`src/rtl/srt4_pkg.sv`:
```
package srt4_pkg;
  localparam int EST_INT  = 5;
  localparam int EST_FRAC = 4;
  localparam int EST_W    = EST_INT + EST_FRAC;
  localparam int DHAT_W   = 1 + EST_FRAC;

  typedef logic signed [2:0] digit_t;

  typedef struct packed {
    logic signed [EST_W-1:0] to_p2;
    logic signed [EST_W-1:0] to_p1;
    logic signed [EST_W-1:0] to_z;
    logic signed [EST_W-1:0] to_m1;
  } thr_t;
endpackage

```
`src/rtl/srt4_thresholds.sv`:
```
module srt4_thresholds
  import srt4_pkg::*;
#(
  parameter int MANT_W = 24
) (
  input  logic [MANT_W-1:0] divisor,
  output thr_t              thr
);
  logic [EST_W-1:0] dh, up2, up1, dn1, dn2;

  always_comb begin
    dh  = {{(EST_W-DHAT_W){1'b0}}, divisor[MANT_W-1 -: DHAT_W]};
    // ceil(4(dh+1)/3), ceil((dh+1)/3), floor(2dh/3), floor(5dh/3)
    up2 = (EST_W'(4) * (dh + EST_W'(1)) + EST_W'(2)) / EST_W'(3);
    up1 = (dh + EST_W'(3)) / EST_W'(3);
    dn1 = (EST_W'(2) * dh) / EST_W'(3);
    dn2 = (EST_W'(5) * dh) / EST_W'(3);
    thr.to_p2 = $signed(up2);
    thr.to_p1 = $signed(up1);
    thr.to_z  = $signed(EST_W'(0) - dn1);
    thr.to_m1 = $signed(EST_W'(0) - dn2);
  end
endmodule

```
`src/rtl/srt4_digit_sel.sv`:
```
module srt4_digit_sel
  import srt4_pkg::*;
#(
  parameter int RW = 28
) (
  input  logic [RW-1:0] rsum,
  input  logic [RW-1:0] rcarry,
  input  thr_t          thr,
  output digit_t        q
);
  logic signed [EST_W-1:0] est;

  always_comb begin
    est = $signed(rsum[RW-1 -: EST_W] + rcarry[RW-1 -: EST_W]);
    if (est >= thr.to_p2)      q = 3'sd2;
    else if (est >= thr.to_p1) q = 3'sd1;
    else if (est >= thr.to_z)  q = 3'sd0;
    else if (est >= thr.to_m1) q = -3'sd1;
    else                       q = -3'sd2;
  end
endmodule

```
`src/rtl/srt4_multiple.sv`:
```
module srt4_multiple
  import srt4_pkg::*;
#(
  parameter int MANT_W = 24,
  parameter int RW     = 28
) (
  input  logic [MANT_W-1:0] divisor,
  input  digit_t            q,
  output logic [RW-1:0]     mult,
  output logic              inj
);
  logic [RW-1:0] d1, d2;

  always_comb begin
    d1  = {{(RW-MANT_W){1'b0}}, divisor};
    d2  = d1 << 1;
    inj = 1'b0;
    unique case (q)
      3'sd1:   begin mult = ~d1; inj = 1'b1; end
      3'sd2:   begin mult = ~d2; inj = 1'b1; end
      -3'sd1:  mult = d1;
      -3'sd2:  mult = d2;
      default: mult = '0;
    endcase
  end
endmodule

```
`src/rtl/srt4_csa.sv`:
```
module srt4_csa #(
  parameter int RW = 28
) (
  input  logic [RW-1:0] s_in,
  input  logic [RW-1:0] c_in,
  input  logic [RW-1:0] m_in,
  input  logic          inj,
  output logic [RW-1:0] s_out,
  output logic [RW-1:0] c_out
);
  logic [RW-1:0] bsum, bcy, cvec;

  for (genvar i = 0; i < RW; i++) begin : g_bit
    assign bsum[i] = s_in[i] ^ c_in[i] ^ m_in[i];
    assign bcy[i]  = (s_in[i] & c_in[i]) | (s_in[i] & m_in[i]) | (c_in[i] & m_in[i]);
  end

  assign cvec  = {bcy[RW-2:0], inj};
  assign s_out = {bsum[RW-3:0], 2'b00};
  assign c_out = {cvec[RW-3:0], 2'b00};
endmodule

```
`src/rtl/srt4_divider.sv`:
```
module srt4_divider
  import srt4_pkg::*;
#(
  parameter int MANT_W = 24,
  parameter int ITERS  = 13
) (
  input  logic                   clk,
  input  logic                   rst_n,
  input  logic                   start,
  input  logic [MANT_W-1:0]      dividend,
  input  logic [MANT_W-1:0]      divisor,
  output logic                   busy,
  output logic                   q_valid,
  output logic signed [2:0]      q_digit,
  output logic                   done,
  output logic [MANT_W+3:0]      rem_sum,
  output logic [MANT_W+3:0]      rem_carry
);
  localparam int FRAC  = MANT_W - 1;
  localparam int RW    = FRAC + EST_INT;
  localparam int CNT_W = $clog2(ITERS + 1);

  logic [RW-1:0]     s_q, c_q, s_nx, c_nx, mult;
  logic [MANT_W-1:0] d_q;
  logic [CNT_W-1:0]  cnt_q;
  logic              busy_q, done_q, inj;
  thr_t              thr_q, thr_new;
  digit_t            qd;

  srt4_thresholds #(.MANT_W(MANT_W)) u_thr (
    .divisor(divisor), .thr(thr_new)
  );

  srt4_digit_sel #(.RW(RW)) u_sel (
    .rsum(s_q), .rcarry(c_q), .thr(thr_q), .q(qd)
  );

  srt4_multiple #(.MANT_W(MANT_W), .RW(RW)) u_mul (
    .divisor(d_q), .q(qd), .mult(mult), .inj(inj)
  );

  srt4_csa #(.RW(RW)) u_csa (
    .s_in(s_q), .c_in(c_q), .m_in(mult), .inj(inj),
    .s_out(s_nx), .c_out(c_nx)
  );

  always_ff @(posedge clk) begin
    if (!rst_n) begin
      s_q    <= '0;
      c_q    <= '0;
      d_q    <= '0;
      thr_q  <= '0;
      cnt_q  <= '0;
      busy_q <= 1'b0;
      done_q <= 1'b0;
    end else begin
      done_q <= 1'b0;
      if (!busy_q) begin
        if (start) begin
          s_q    <= {{(RW-MANT_W){1'b0}}, dividend};
          c_q    <= '0;
          d_q    <= divisor;
          thr_q  <= thr_new;
          cnt_q  <= '0;
          busy_q <= 1'b1;
        end
      end else begin
        s_q   <= s_nx;
        c_q   <= c_nx;
        cnt_q <= cnt_q + CNT_W'(1);
        if (cnt_q == CNT_W'(ITERS - 1)) begin
          busy_q <= 1'b0;
          done_q <= 1'b1;
        end
      end
    end
  end

  assign busy      = busy_q;
  assign q_valid   = busy_q;
  assign q_digit   = qd;
  assign done      = done_q;
  assign rem_sum   = s_q;
  assign rem_carry = c_q;
endmodule

```
`config.mk`:
```
export PLATFORM = sky130hd
export DESIGN_NAME = srt4_divider
export DESIGN_NICKNAME = d
export VERILOG_FILES = /design/src/rtl/srt4_pkg.sv /design/src/rtl/srt4_thresholds.sv /design/src/rtl/srt4_digit_sel.sv /design/src/rtl/srt4_multiple.sv /design/src/rtl/srt4_csa.sv /design/src/rtl/srt4_divider.sv
export SDC_FILE = /design/constraint.sdc
export NUM_CORES = 1
export LEC_CHECK = 0
export ABC_AREA = 1
export BUFFER_PORTS_ARGS = -buffer_cell sky130_fd_sc_hd__buf_2
export CORE_MARGIN = 8
export CORE_UTILIZATION = 59
export DETAILED_ROUTE_END_ITERATION = 12
export GPL_TIMING_DRIVEN = 0
export HOLD_SLACK_MARGIN = 0.03
export PLACE_DENSITY = 0.81
export SLEW_MARGIN = 20
export SYNTH_ARGS = -nofsm -noshare
export SYNTH_HDL_FRONTEND = slang
export SYNTH_SLANG_ARGS = --single-unit
```
`constraint.sdc`:
```
create_clock -name clk -period 7.3 [get_ports clk]
set_clock_uncertainty 0.15 [all_clocks]
set_input_delay 0.365 -clock clk [delete_from_list [all_inputs] [get_ports clk]]
set_output_delay 0.365 -clock clk [all_outputs]
set_load 0.03 [all_outputs]
```
Word level (Yosys, flattened, before mapping)
Index checks and enable logic that the tools add are counted.
- add/subtract/negate cells: 7
- $mul: 1
- divide/modulo/power cells: 4
- magnitude comparators: 4
- equal/unequal tests: 5
- muxes and demuxes: 16
- bitwise operators: 171
- reductions and logical operators: 5
- operator list (kind ; count):
    2-to-1 mux 28 bit ; 4
    one-hot mux 26 bit (4 select lines) ; 1
    bitwise AND 1 bit ; 71
    XOR 1 bit ; 50
    OR 1 bit ; 46
    >= comparator 9 bit ; 4
    NOT 24 -> 26 bit ; 1
    NOT 25 -> 26 bit ; 1
    divider 9 x 2 -> 9 bit, second input constant ; 2
    subtractor 1 x 9 -> 9 bit, first input constant ; 2
    adder 9 x 2 -> 9 bit, second input constant ; 1
    adder 9 bit ; 1
    divider 6 x 2 -> 9 bit, second input constant ; 1
    divider 8 x 2 -> 9 bit, second input constant ; 1
    2-to-1 mux 3 bit ; 3
    multiplier 3 x 5 -> 8 bit, first input constant ; 1
    2-to-1 mux 4 bit ; 2
    adder 5 x 1 -> 6 bit, second input constant ; 1
    adder 5 x 2 -> 6 bit, second input constant ; 1
    == test 3 bit, second input constant ; 2
    2-to-1 mux 1 bit ; 6
    adder 4 x 1 -> 4 bit, second input constant ; 1
    == test 4 bit, second input constant ; 1
    AND reduction 2 bit ; 2
    5 further kinds ; 7
- register bits: 120
- input port bits: 51
- output and inout bits: 62
- logic and storage cells: 224

Depth between registers and ports, before layout
Gate-level depths: netlist of the first run.
- depth after elaboration: 12
- gate-level depth with buffers: 46
- mapped depth without buffers: 46

Hierarchy
A second synthesis of the first run with hierarchy kept.
- cell total of the unflattened synthesis: 1553
- area, all modules: 9992.1 µm²
- modules (own cells, without submodules) (module ; instances ; cells an instance ; area an instance (µm²) ; seq. area each (µm²)):
    srt4_divider ; 1 ; 618 ; 4628.2 ; 2442.3
    srt4_thresholds ; 1 ; 444 ; 2481.1 ; 0.0
    srt4_digit_sel ; 1 ; 240 ; 1466.4 ; 0.0
    srt4_multiple ; 1 ; 211 ; 839.6 ; 0.0
    srt4_csa ; 1 ; 40 ; 576.8 ; 0.0

Worst setup path after synthesis of the first run
No wires, ideal clock.
- path kind: input port to flip-flop
- from: input divisor[20]
- to: register thr_q[8] in the netlist's numbering
- setup time: 0.128 ns
- data arrival time: 5.108 ns
- required time: 7.022 ns
- path slack: 1.915 ns
- stages: 38
- path buffers: 0
- path through: ha_1 -> ha_1 -> fa_1 -> nand2_1 -> nand2_1 -> nand2_2 -> inv_1 -> ha_1 -> inv_1 -> nor2_1 -> bufinv_8 -> nand3_4 -> nand2_2 -> nand2_2 -> nand3_4 -> nand2_2 -> nand3_4 -> nand4_4 -> (+2 left out) -> nor2_4 -> nand3_4 -> nand2_1 -> nand2_1 -> inv_1 -> ha_1 -> nand3b_2 -> a21oi_4 -> nand3_2 -> nor2_4 -> ha_1 -> inv_1 -> nor2_1 -> nand2_1 -> nor4_1 -> nor2_1 -> a21oi_1 -> nor2_1
- longest elaborated chain between the ends: 3
- ends and longest elaborated chain (element ; line ; source):
    start, declared ; srt4_divider.sv:11 ; input logic [MANT_W-1:0] divisor,
    multiplier 3 x 5 -> 8 bit ; srt4_thresholds.sv:17 ; dn2 = (EST_W'(5) * dh) / EST_W'(3);
    divider 8 x 2 -> 9 bit ; srt4_thresholds.sv:17 ;
    subtractor 1 x 9 -> 9 bit ; srt4_thresholds.sv:21 ; thr.to_m1 = $signed(EST_W'(0) - dn2);
    end signal, assigned ; srt4_divider.sv:63 ; thr_q <= thr_new;
    end, declared ; srt4_divider.sv:27 ; thr_t thr_q, thr_new;
Every way passes these cells.
A chain may end at the register's enable or synchronous reset.

Final worst setup path of the first run
Ends and elaborated chain as after synthesis.

==> results of run 1 <==
power by group through the flow:
stage,clock network [mW],logic [mW],registers (mW)
6_report,0.870,3.05,0.857
5_1_grt,0.896,3.39,0.872
4_1_cts,0.869,3.01,0.854
3_5_place_dp,0,2.95,0.863
3_3_place_gp,0,2.88,0.863
2_1_floorplan,0,2.07,0.999
sequential cells by signal, summed over array words and instances, names as in the netlist:
signal and cells:
busy 1, cnt_q 4, d_q 24, rem_carry 26, rem_sum 28, thr_q 30, done 1
cell type report:
cell class              instances  area, sq um  area share [%]
well taps                     180        225.2           2.272
plain buffers                  43        176.4           1.780
inverters                     179        685.7           6.917
repair buffers                120        655.6           6.614
multi-input cells             793         5263           53.09
clock buffers                  23        498.0           5.024
clock inverters                 9        126.4           1.275
flip-flops and latches        114         2282           23.02
cells in the mapped netlist (5+ instances only):
library cell	instances
a21oi_1	36
a22o_1	18
a22oi_1	62
a31oi_1	5
clkbuf_1	33
dfxtp_1	114
fa_1	25
ha_1	66
inv_1	167
inv_2	8
nand2_1	227
nand2_2	13
nand2_4	5
nand3_1	60
nand3_2	10
nand3_4	6
nand4_1	15
nor2_1	77
nor2_2	6
nor2_4	6
o211ai_1	5
o21ai_0	49
o221ai_1	22
o22ai_1	12
xor2_1	16
through the flow:
stage	instance area, sq um	power (mW)	util, %	hold slack [ns]
2_1_floorplan	8407	3.072	-	0.2761
5_1_grt	9912	5.162	71.41	0.04541
3_5_place_dp	9178	3.818	66.12	0.3068
4_1_cts	9912	4.736	71.41	0.03046
3_3_place_gp	9178	3.739	66.12	0.2902
6_report	9912	4.773	71.41	0.02591
logic make-up after synthesis:
| kind of cell | Yosys count | share of synthesized area, % |
|---|---|---|
| and+or+nand+nor | 440 | 25.02 |
| AOI/OAI and AO/OA | 239 | 19.46 |
| buffers and inverters | 222 | 10.26 |
| DFF | 114 | 27.16 |
| adders and majority gates | 91 | 15.78 |
| xor gates and xnor gates | 21 | 2.278 |
| other | 1 | 0.04463 |
path summary, 6_finish.rpt:
check / from / to / slack [ns] / cells past startpoint
worst max-delay path: divisor[20] / thr_q[8] / 1.40 / 39
worst min-delay path: divisor[17] / d_q[17] / 0.03 / 2
worst max register to register: rem_sum[19] / rem_sum[14] / 1.79 / 22
worst min register to register: thr_q[5] / thr_q[5] / 0.32 / 2
critical path: cells and delay by family:
family          cells  cell delay (ns)
buf+inv             6             0.86
fa+ha+maj           6             1.51
simple gates       25             2.96
compound gates      2             0.32
metal layers:
metal,GRT usage [%],vias to the layer above
met5,0,-
met4,9.192,0
met3,4.488,46
met2,44.84,355
met1,32.11,3906
li1,-,4087
timing repair:
action / in CTS / in global routing
setup endpoints to repair: 0 / 0
hold endpoints to repair: 11 / 0
hold buffers: 11 / 0
==> run summary, run 1 <==
The unique cell type count in the Yosys netlist is between 50 and 60. The cell leakage power came out at 4.984 nW. Sorting the synthesized cells by area gives the leading types as dfxtp_1 (27%), nand2_1 (10%), ha_1 (9.8%), inv_1 (7.5%), fa_1 (6.0%). The total power per unit cell area came out at 481.5 mW/mm^2. For this run, the post-layout net count is ~1.4k.

Based on the critical path, the design can be clocked at up to ~170 MHz. By startpoint and endpoint, the worst setup path is classified as input pin to register. The number of H-tree levels is 4.

The switching share of power is 49.56%. The remaining routing DRC violations is 0. The cell area after synthesis is 0.008403 sq mm.

Of all flip-flops after synthesis, the portion carrying an async set or reset was 0%. Combinational logic burns 63.8% of the power. Detailed routing placed a total of 11750 um of wire on met2. Dividing the detail-routed via count by the number of cells gives roughly 5.7. The floorplan step defined a die boundary enclosing about 0.018 sq mm.

The kind of end point of the critical path is a register. Buffers placed on the I/O ports in this run total 109. The maximum number of pins on one net before global-route repair is 17. The max-cap violation count is 0.

The first-pass GRT wire length is 38650 um. The weighted congestion reported at the end of routability-driven placement came out at approximately 0.89. After filler insertion, the fill cell instance count of the layout stands at approximately 1.1k.

The number of antenna violations at the first check in global routing came out at 0. The library cell used most frequently in the layout, excluding fill and tap cells, is nand2_1. The first-pass iteration count of the detailed router is 5. The overall via count from detail_route is 8394.

The deepest clock path buffer count came out at 2. TritonCTS built the clock tree. The time the final worst path needs with I/O delays and setup is 5.895 ns. The tightest min-delay check is of the input pin to register type.

The critical path launch point type is an input pin. The cell count after placement is 1418. The total setup buffers inserted after CTS came out at 0. The via count of the first global-routing pass came to 7871. The clock network power share came out at 18.2%.

Measured against its own limit, the worst slew margin works out to 50.16%. The internal power of the cells totals 2.408 mW. The final global-route overflow total is 0. The die is ~140 um wide. The flip-flop and latch count after synthesis came out at 114. The routed wire length per instance came out at about 17 um. The total CTS buffers came out at 17. The number of rows created at floorplan came out at 43. For this block, wires on met1 add up to approximately 10000 um. In the finished design, the share of the clock period the worst path needs comes to 80.76%. The cell type with the highest occurrence count on the critical path is nand2_1. In the synthesized netlist the dominant register cell turns out to be dfxtp_1.

The filler-free cell count of the finished design came out at ~1.5k. The half-perimeter wire length after placement is approximately 18000 um. In the post-route analysis, the smallest setup slack over all paths is 1.405 ns. The biggest cell delay along the critical path is roughly 0.41 ns. The number of antenna diodes in the final layout is 0.

Counting every instance in the synthesized netlist gives 1128. The total wirelength of the detailed-routed design is about 24000 um. The slew of the pin with the lowest slew margin is 0.7448 ns. The highest routed metal layer is met4. Setup repair after global routing left no endpoint under its margin. The top cell types in the final layout, fill and taps aside, are nand2_1 (227), inv_1 (167), dfxtp_1 (114), buf_2 (112), nor2_1 (77).

The final setup violation count came out at 0. The die boundary height is 135.3 um. The synthesis-to-finish area growth is 17.96%. Of the cells placed in the final design, the portion with a size suffix greater than 1 is between 10% and 20%.

After clock tree synthesis, the clock-pin slew on the worst setup and hold paths is 0.05 ns. For this design, the slowest cell found on the critical path is fa_1. The floorplan step defined a core boundary enclosing ~0.014 sq mm.

The antenna violation net count after detailed routing came out at 0. The required time of the critical path came out at 7.44 ns. The largest fanout on the critical path came out at 12. The hold violation count in the final report is 0.

Dividing the synthesized area by the synthesized cell count gives 7.450 sq um. The later pin in the worst-skew pair is clocked with a latency of 0.42 ns. The worst slack after detailed placement came out at 0.9793 ns. CTS placed an instance of clkbuf_16 at the clock tree root. The post-CTS resize count is 0. The number of warnings issued by yosys is 0. The number of I/O pins came out at between 100 and 150. The total count of max-transition violations in the final report came out at 0. The sum of met3 wire segment lengths after detailed routing came out at roughly 2000 um. The cell type with the highest aggregate area in the netlist is dfxtp_1. The violation count after the first detailed-routing iteration came out at between 600 and 700. The arrival time of data at the critical path endpoint came out at 6.03 ns.

For the final routed database, the setup TNS stands at 0 ns. For this run, the total global-route usage over all layers was measured as 26.08%. Sequential elements use 27.16% of the synthesized area. The number of synthesized flops with an enable pin is 0. VDD sags by at most just over 0.2 mV. The area fraction of the dominant cell type after synthesis is 27.16%. The reported net switching power came out at 2.365 mW. The initial standard-cell utilization of the core is 60.54%.

The relative contribution of sequential cells to total power is 18.0%. The number of sinks on the clock net is 114. The flow ran to the end, and the final reports show no timing, DRC or antenna violations.
Note: power is estimated with default switching activity, not from simulation.
==> run 2: changes to the inputs <==
--- a/config.mk
+++ b/config.mk
@@ -8,11 +8,11 @@
 export ABC_AREA = 1
 export BUFFER_PORTS_ARGS = -buffer_cell sky130_fd_sc_hd__buf_2
 export CORE_MARGIN = 8
-export CORE_UTILIZATION = 59
+export CORE_UTILIZATION = 53
 export DETAILED_ROUTE_END_ITERATION = 12
 export GPL_TIMING_DRIVEN = 0
 export HOLD_SLACK_MARGIN = 0.03
-export PLACE_DENSITY = 0.81
+export PLACE_DENSITY = 0.77
 export SLEW_MARGIN = 20
 export SYNTH_ARGS = -nofsm -noshare
 export SYNTH_HDL_FRONTEND = slang
==> constraint.sdc (replaced) <==
create_clock -name clk -period 5.3 [get_ports clk]
set_clock_uncertainty 0.15 [all_clocks]
set_input_delay 0.265 -clock clk [delete_from_list [all_inputs] [get_ports clk]]
set_output_delay 0.265 -clock clk [all_outputs]
set_load 0.03 [all_outputs]
==> run 2 against run 1 <==
Net effect: die area increased by 10%; largest cell class unchanged; count of clock-buffer cells in the layout unchanged; sequential cell count unchanged; first-iteration DRC count increased by 11%; via count increased by 3.4%; critical path depth increased by 3; utilization decreased by 1.6 points; routed wire length increased by 9.1%; combinational power increased by 56%; sequential share of layout area decreased by 2.2 points; hold slack improved by 0.027 ns; final area increased by 11%.
==> run summary, run 2 (same netlist as run 1, synthesis figures left out) <==
The run finished with clean final reports. The first-pass GRT wire length is 40720 um (+5.4%). The maximum number of pins on one net before global-route repair was 17 (unchanged).

The synthesis-to-finish area growth came out at 30.55%. The worst hold path depth came out at 5 (+3). The deepest clock path buffer count came to 2 (unchanged).

The number of rows created at floorplan came to 46 (+7.0%). The maximum resistive drop on vdd is 0.3761 mV (+86%). The final total negative setup slack is 0 ns (unchanged).

The violation count after the first detailed-routing iteration came out at 773 (+11%). The total wirelength of the detailed-routed design came to 26470 um (+9.1%). The first-pass iteration count of the detailed router came out at 5 (unchanged). The overall via count from detail_route is 8676 (+3.4%). The highest achievable clock rate came out at slightly below 200 MHz. The half-perimeter wire length after placement came out at 18170 um (+0.31%). The weighted congestion reported at the end of routability-driven placement is 0.9071 (+1.6%). The number of antenna violations at the first check in global routing came out at 0 (unchanged). Clock tree synthesis selected as its root buffer the cell clkbuf_16. The number of buffer cells added on primary ports is 109 (unchanged).

The antenna violation net count after detailed routing is 0 (unchanged). The final-layout fill cell count is 1225 (+9.7%). The cell type with the highest occurrence count on the critical path is nand2_4. The worst slack after detailed placement was -0.9508 ns (-1.930 ns). The library cell used most frequently in the layout, excluding fill and tap cells, is nand2_1.

The initial standard-cell utilization of the core came to 53.48% (-7.1 points). The number of sinks on the clock net came out at 114 (unchanged). The fraction of layout instances using a drive strength above 1 is 22.89% (+6.5 points). The cell count after placement is 1454 (+2.5%).

The worst-skew pair later-pin latency is 0.41 ns (about the same). The combinational fraction of design power is 66.2% (+2.4 points). The clock period could shrink to 5.123 ns.

The number of H-tree levels is 4 (unchanged). The horizontal die dimension is 141.9 um (+4.9%). The total count of max-transition violations in the final report is 0 (unchanged).

The number of nets in the finished design is 1470 (+4.3%). The met2 track demand over resource is 43.73% (-1.1 points). The filler-free cell count of the finished design is 1557 (+6.6%).

The area of the die came to 0.02014 sq mm (+10%). In this run the most used layer during global routing was met2. The remaining routing DRC violations came out at 0 (unchanged). The die boundary height came out at 141.9 um (+4.9%). The total power per unit cell area was 655.2 mW/mm^2 (+36%). The total CTS buffers is 17 (unchanged). The slew of the pin with the lowest slew margin is 0.8086 ns (+0.06380 ns). The number of I/O pins came to 113 (unchanged). The routed wire length per instance is 17.00 um (+2.4%). The internal power is 3.655 mW (+52%). The cell leakage power is 5.372 nW (+7.8%). The flip-flop count of the largest register, all copies and words added came to 30 (unchanged).

The final setup slack of the worst path came out at 0.1767 ns (-1.228 ns). The top register by number of flip-flops is thr_q. The overall power consumption came to 7.188 mW (+51%). The required time of the critical path is 5.43 ns (-2.01 ns). The final setup violation count is 0 (unchanged). The largest fanout on the critical path is 7 (-5). The worst setup path category is input pin to register. The biggest cell delay along the critical path is 0.38 ns (-0.03 ns). In the layout the commonest cells are nand2_1 (210), inv_1 (159), dfxtp_1 (114), buf_2 (111), nor2_1 (68). The hold violation count in the final report is 0 (unchanged). TritonCTS built the clock tree. The clock slew seen by the registers of the worst setup and hold paths came to 0.05 ns (about the same).

The arrival time of data at the critical path endpoint was 5.25 ns (-0.78 ns). The global routing met3 resource utilization is 4.805% (+0.32 points). The relative contribution of sequential cells to total power is 16.4% (-1.6 points). The switching share of power came out at 49.15% (-0.41 points). The via count of the first global-routing pass came out at 8211 (+4.3%). The number of inserted diodes is 0 (unchanged).

On the critical path, the stage with the largest delay is an instance of fa_2. The max-cap violation count came out at 0 (unchanged). The relative max-transition margin was 46.09% (-4.1 points). STA classifies the critical path startpoint as an input pin.

The met1 demand-to-capacity share in global routing is 30.30% (-1.8 points). The overall global routing resource usage is 25.07% (-1.0 points). The reported net switching power is 3.533 mW (+49%).

The worst setup path is captured at a register. The final global-route overflow total was 0 (unchanged). The average vias per placed instance came to 5.572 (-3.0%). The part of the cycle the worst path needs came out at 96.67%.

The path class of the tightest hold or removal check is input pin to register. The clock network power share came out at 17.4% (-0.8 points). The depth of the worst register-to-register path is 22 (unchanged). The area of the core was 0.01571 sq mm (+13%).

The final standard cell utilization of the core is 69.82% (-1.6 points).
[run 2: cell count changes in the layout (fill, tap and decap cells not counted), sizes merged]
cell	change
dlygate4sd3	+33
clkinvlp	+1
buf	+29
clkbuf	-2
clkinv	-3
inv	+2
[run 2: area by class of cell]
type                            count  area [sq um]  share of cell area, %
Buffer                             43         183.9                  1.677
Clock buffer                       23         498.0                  4.539
Inverter                          179         689.4                  6.284
Clock inverter                      9         150.1                  1.369
Tap cell                          216         270.3                  2.464
Multi-Input combinational cell    793          5673                  51.71
Timing Repair Buffer              180          1224                  11.15
Sequential cell                   114          2282                  20.80
[run 2: power by group through the flow]
stage / logic (mW) / registers (mW) / clock network, mW
4_1_cts: 4.31 / 1.18 / 1.25
6_report: 4.76 / 1.18 / 1.25
5_1_grt: 5.23 / 1.20 / 1.29
2_1_floorplan: 2.86 / 1.38 / 0
3_3_place_gp: 4.02 / 1.19 / 0
3_5_place_dp: 4.09 / 1.19 / 0
[run 2: what timing repair did]
action / CTS / global route
endpoints found under the hold margin: 42 / 0
gates resized for setup: 22 / 103
hold buffers: 44 / 0
pin swaps: 13 / 34
setup endpoints to repair: 6 / 30
buffers inserted: 12 / 15
[run 2: path summary, 6_finish.rpt]
| check | startpoint | endpoint | slack (ns) |
|---|---|---|---|
| max | divisor[22] | thr_q[8] | 0.18 |
| min reg2reg | thr_q[3] | thr_q[3] | 0.31 |
| max reg2reg | rem_sum[19] | rem_sum[9] | 0.24 |
| min | dividend[17] | rem_sum[17] | 0.05 |
[run 2: through the flow]
stage / cell area [sq um] / hold WS (ns)
floorplan: 8407 / 0.2277
global placement: 9223 / 0.2925
detailed placement: 9223 / 0.3061
CTS: 10480 / 0.03854
global route: 10970 / 0.05567
finish: 10970 / 0.05282
[run 2: routing by layer]
layer  part of all wire, %  wire length, um
met5                     0                0
met4                   2.5              652
met3                   8.0             2109
met1                    40            10480
met2                    50            13230
[run 2: worst max-delay path, delay by kind of cell]
family | cells | cell delay [ns]
simple gates | 25 | 2.62
buf+inv | 9 | 0.86
fa+ha+maj | 5 | 1.11
compound gates | 3 | 0.37
==> run 3: changes to the inputs <==
--- a/config.mk
+++ b/config.mk
@@ -5,14 +5,13 @@
 export SDC_FILE = /design/constraint.sdc
 export NUM_CORES = 1
 export LEC_CHECK = 0
-export ABC_AREA = 1
 export BUFFER_PORTS_ARGS = -buffer_cell sky130_fd_sc_hd__buf_2
 export CORE_MARGIN = 8
-export CORE_UTILIZATION = 53
+export CORE_UTILIZATION = 54
 export DETAILED_ROUTE_END_ITERATION = 12
 export GPL_TIMING_DRIVEN = 0
 export HOLD_SLACK_MARGIN = 0.03
-export PLACE_DENSITY = 0.77
+export PLACE_DENSITY = 0.78
 export SLEW_MARGIN = 20
 export SYNTH_ARGS = -nofsm -noshare
 export SYNTH_HDL_FRONTEND = slang
==> run 3 against run 2 <==
Net effect: the run now ends with setup timing left; sequential power grew 3%; synthesized cell count grew 10%; via count grew 22%; first-iteration DRC count grew 36%; count of clock-buffer cells in the layout shrank 5; setup slack lost 0.33 ns; non-clock buffer count grew 49; global-route usage grew 2.3 points; area after synthesis grew 14%; sequential share of layout area shrank 2.1 points; clock power shrank 7%; cell count grew 8.0%; critical path type unchanged; critical endpoint is now thr_q[6].
==> run summary, run 3 <==
The routed wire length per instance came out at 18.85 um (+11%). The max-cap violation count is 0 (unchanged). The time the final worst path needs with I/O delays and setup came to 5.451 ns (+0.3278 ns). The final global-route overflow total is 0 (unchanged). The hold violation count in the final report came out at 0 (unchanged).

The arrival time of data at the critical path endpoint came out at 5.63 ns (+0.38 ns). The deepest clock path buffer count came out at 2 (unchanged). The number of sinks on the clock net is 114 (unchanged). The unique cell type count in the Yosys netlist is 95 (+70%). The synthesis-to-finish area growth came out at 26.64%. The average vias per placed instance is 6.310 (+13%). The tree is rooted in a clkbuf_16. The final standard cell utilization of the core is 70.14% (+0.32 points).

The worst setup path is launched from an input pin. The flip-flop count of the largest register, all copies and words added is 30 (unchanged). The weighted congestion reported at the end of routability-driven placement is 0.9323 (+2.8%). Leaving out fill and tap cells, the most frequent cell in the layout is a21oi_1.

The number of nets in the finished design came out at 1586 (+7.9%). The biggest cell delay along the critical path is 0.42 ns (+0.04 ns). The area fraction of the dominant cell type after synthesis is 23.74% (-3.4 points). The number of synthesized flops with an enable pin is 0 (unchanged).

The number of I/O pins came out at 113 (unchanged). The highest achievable clock rate came out at 183.5 MHz (-6.0%). The horizontal die dimension came out at 149.4 um (+5.3%). The final setup slack of the worst path is -0.1510 ns (-0.3278 ns). The slew of the pin with the lowest slew margin is 0.9151 ns (+0.1065 ns). Ranked by flip-flop count, first place goes to thr_q.

The overall global routing resource usage came out at 27.35% (+2.3 points). The remaining routing DRC violations came to 0 (unchanged). The clock slew seen by the registers of the worst setup and hold paths is 0.05 ns (about the same). The number of rows created at floorplan is 48 (+4.3%). The worst-skew pair later-pin latency came out at 0.42 ns (about the same). In this run the most critical hold path is launched from divisor[0]. The synthesized area per cell was 7.715 sq um (+3.6%). The filler-free cell count of the finished design is 1682 (+8.0%). The required time of the critical path came out at 5.47 ns (+0.04 ns). The cell area after layout is 0.01217 sq mm (+11%).

The cell area after synthesis is 0.009613 sq mm (+14%). The top cell types in the final layout, fill and taps aside, are a21oi_1 (145), nand2_1 (132), dfxtp_1 (114), buf_2 (110), nor2_1 (103). The worst register-to-register path begins at rem_sum[19]. The worst hold path belongs to the class input pin to register. The largest fanout on the critical path is 8 (+1).

The antenna violation net count after detailed routing came out at 0 (unchanged). The async set-or-reset flop fraction in the synthesized netlist came out at 0% (unchanged). The cell count after placement is 1582 (+8.8%). The number of buffer cells added on primary ports was 110 (+0.92%). The placed cell area came out at 0.01064 sq mm (+15%). The number of inserted diodes came to 0 (unchanged). The number of antenna violations at the first check in global routing was 0 (unchanged). The maximum number of pins on one net before global-route repair was 17 (unchanged).

Tracing the worst setup path back leads to its startpoint at divisor[23]. TritonCTS built the clock tree. STA classifies the critical path endpoint as a register. The number of warnings issued by yosys came out at 0 (unchanged). The most used standard cell by instance count after synthesis is a21oi_1. The worst slack after detailed placement is -1.113 ns (-0.1623 ns). By count the netlist is led by a21oi_1 (149), nand2_1 (133), dfxtp_1 (114). The number of H-tree levels came out at 4 (unchanged). The total CTS buffers came out at 17 (unchanged).

The checks that failed: setup timing. The worst setup path category is input pin to register. The synthesized design spends more area on one cell type than any other, namely dfxtp_1. The area of the core is 0.01736 sq mm (+10%).

The violation count after the first detailed-routing iteration is 1048 (+36%). The cell leakage power is 5.175 nW (-3.7%). The maximum resistive drop on vdd came out at 0.5263 mV (+40%). The total wirelength of the detailed-routed design came out at 31700 um (+20%). The critical path's slowest cell is or4_4. The flip-flop and latch count after synthesis came out at 114 (unchanged). By area the synthesized netlist is led by dfxtp_1 (24%), ha_1 (8.6%), a21oi_1 (7.8%), fa_1 (5.2%), nand2_1 (5.2%).

The via count of the first global-routing pass came to 9846 (+20%). The sequential area share after synthesis is 23.74% (-3.4 points). The first-pass iteration count of the detailed router is 8 (+3). The cell that appears most often on the critical path is ha_4.

The overall power consumption came out at 7.391 mW (+2.8%). The final total negative setup slack came out at -0.4373 ns (-0.4373 ns). The count of mapped cells out of synthesis is 1246 (+10%).

The run finished, with violations left. The first-pass GRT wire length came to 50230 um (+23%). The die boundary height came to 149.4 um (+5.3%). The overall via count from detail_route is 10.61k (+22%). The half-perimeter wire length after placement is 22480 um (+24%). The total power per unit cell area is 607.1 mW/mm^2 (-7.3%).

The area of the die came to 0.02233 sq mm (+11%). The total count of max-transition violations in the final report is 0 (unchanged). For this run, the leading register cell type out of synthesis is dfxtp_1.

The worst hold-check slack is 0.05603 ns (+0.003207 ns). The fraction of layout instances using a drive strength above 1 came out at 20.93% (-2.0 points). Setup repair after global routing could not meet its margin everywhere. The final setup violation count is 4 (+4). The relative max-transition margin is 38.43% (-7.7 points). The part of the cycle the worst path needs is 102.8% (+6.2 points). The initial standard-cell utilization of the core is 55.38% (+1.9 points).
## run 3: timing repair
item,in CTS,in global routing
setup endpoints to repair,23,29
endpoints found under the hold margin,20,0
cloned,0,0
buffers inserted,31,20
gates resized for setup,47,36
hold buffers,20,0
pin swaps,35,26
## run 3: layout make-up
class | count | area [sq um]
inverters | 65 | 251.5
clock buffers | 18 | 429.2
fillers | 1321 | 5182
flip-flops and latches | 114 | 2282
plain buffers | 91 | 394.1
multi-input cells | 974 | 7187
repair buffers | 181 | 1185
clock inverters | 14 | 163.9
well taps | 225 | 281.5
## run 3: per-layer routing
metal  routed length, um  vias up  track usage (%)
met4                 676        0            8.329
met3                2698       68            4.349
li1                    -     4927                -
met2               14940      569            44.03
met5                   0        -                0
met1               13390     5050            36.86
## run 3: kinds of logic (layout without fill, tap and decap cells)
logic type,Yosys count,in the layout,share of synthesized area (%)
AOI/OAI and AO/OA,434,434,30.69
buffers and inverters,159,369,6.482
other,1,2,0.03901
xor gates and xnor gates,36,36,3.358
muxes,30,30,3.137
DFF,114,114,23.74
adders and majority gates,92,92,13.90
and+or+nand+nor,380,380,18.65
## run 3: power by group
group	internal [mW]	switching, mW
sequential	1.03	0.193
combinational	1.91	3.10
clock	0.736	0.427
## run 3: path summary, 6_finish.rpt
check                              endpoint  slack [ns]  cells past startpoint
worst max register to register  rem_sum[18]        0.21                     21
worst min-delay path                 d_q[0]        0.06                      3
worst min register to register    thr_q[12]        0.31                      2
worst max-delay path               thr_q[6]       -0.15                     27
## run 3: worst max-delay path, delay by kind of cell
| kind | cells | cell delay, ns |
|---|---|---|
| multiplexers | 1 | 0.12 |
| AO/OA/AOI/OAI | 7 | 1.73 |
| adder cells (fa/ha/maj) | 5 | 1.16 |
| XOR/XNOR | 3 | 0.40 |
| AND/OR/NAND/NOR | 9 | 1.71 |
| buffers and inverters | 2 | 0.23 |
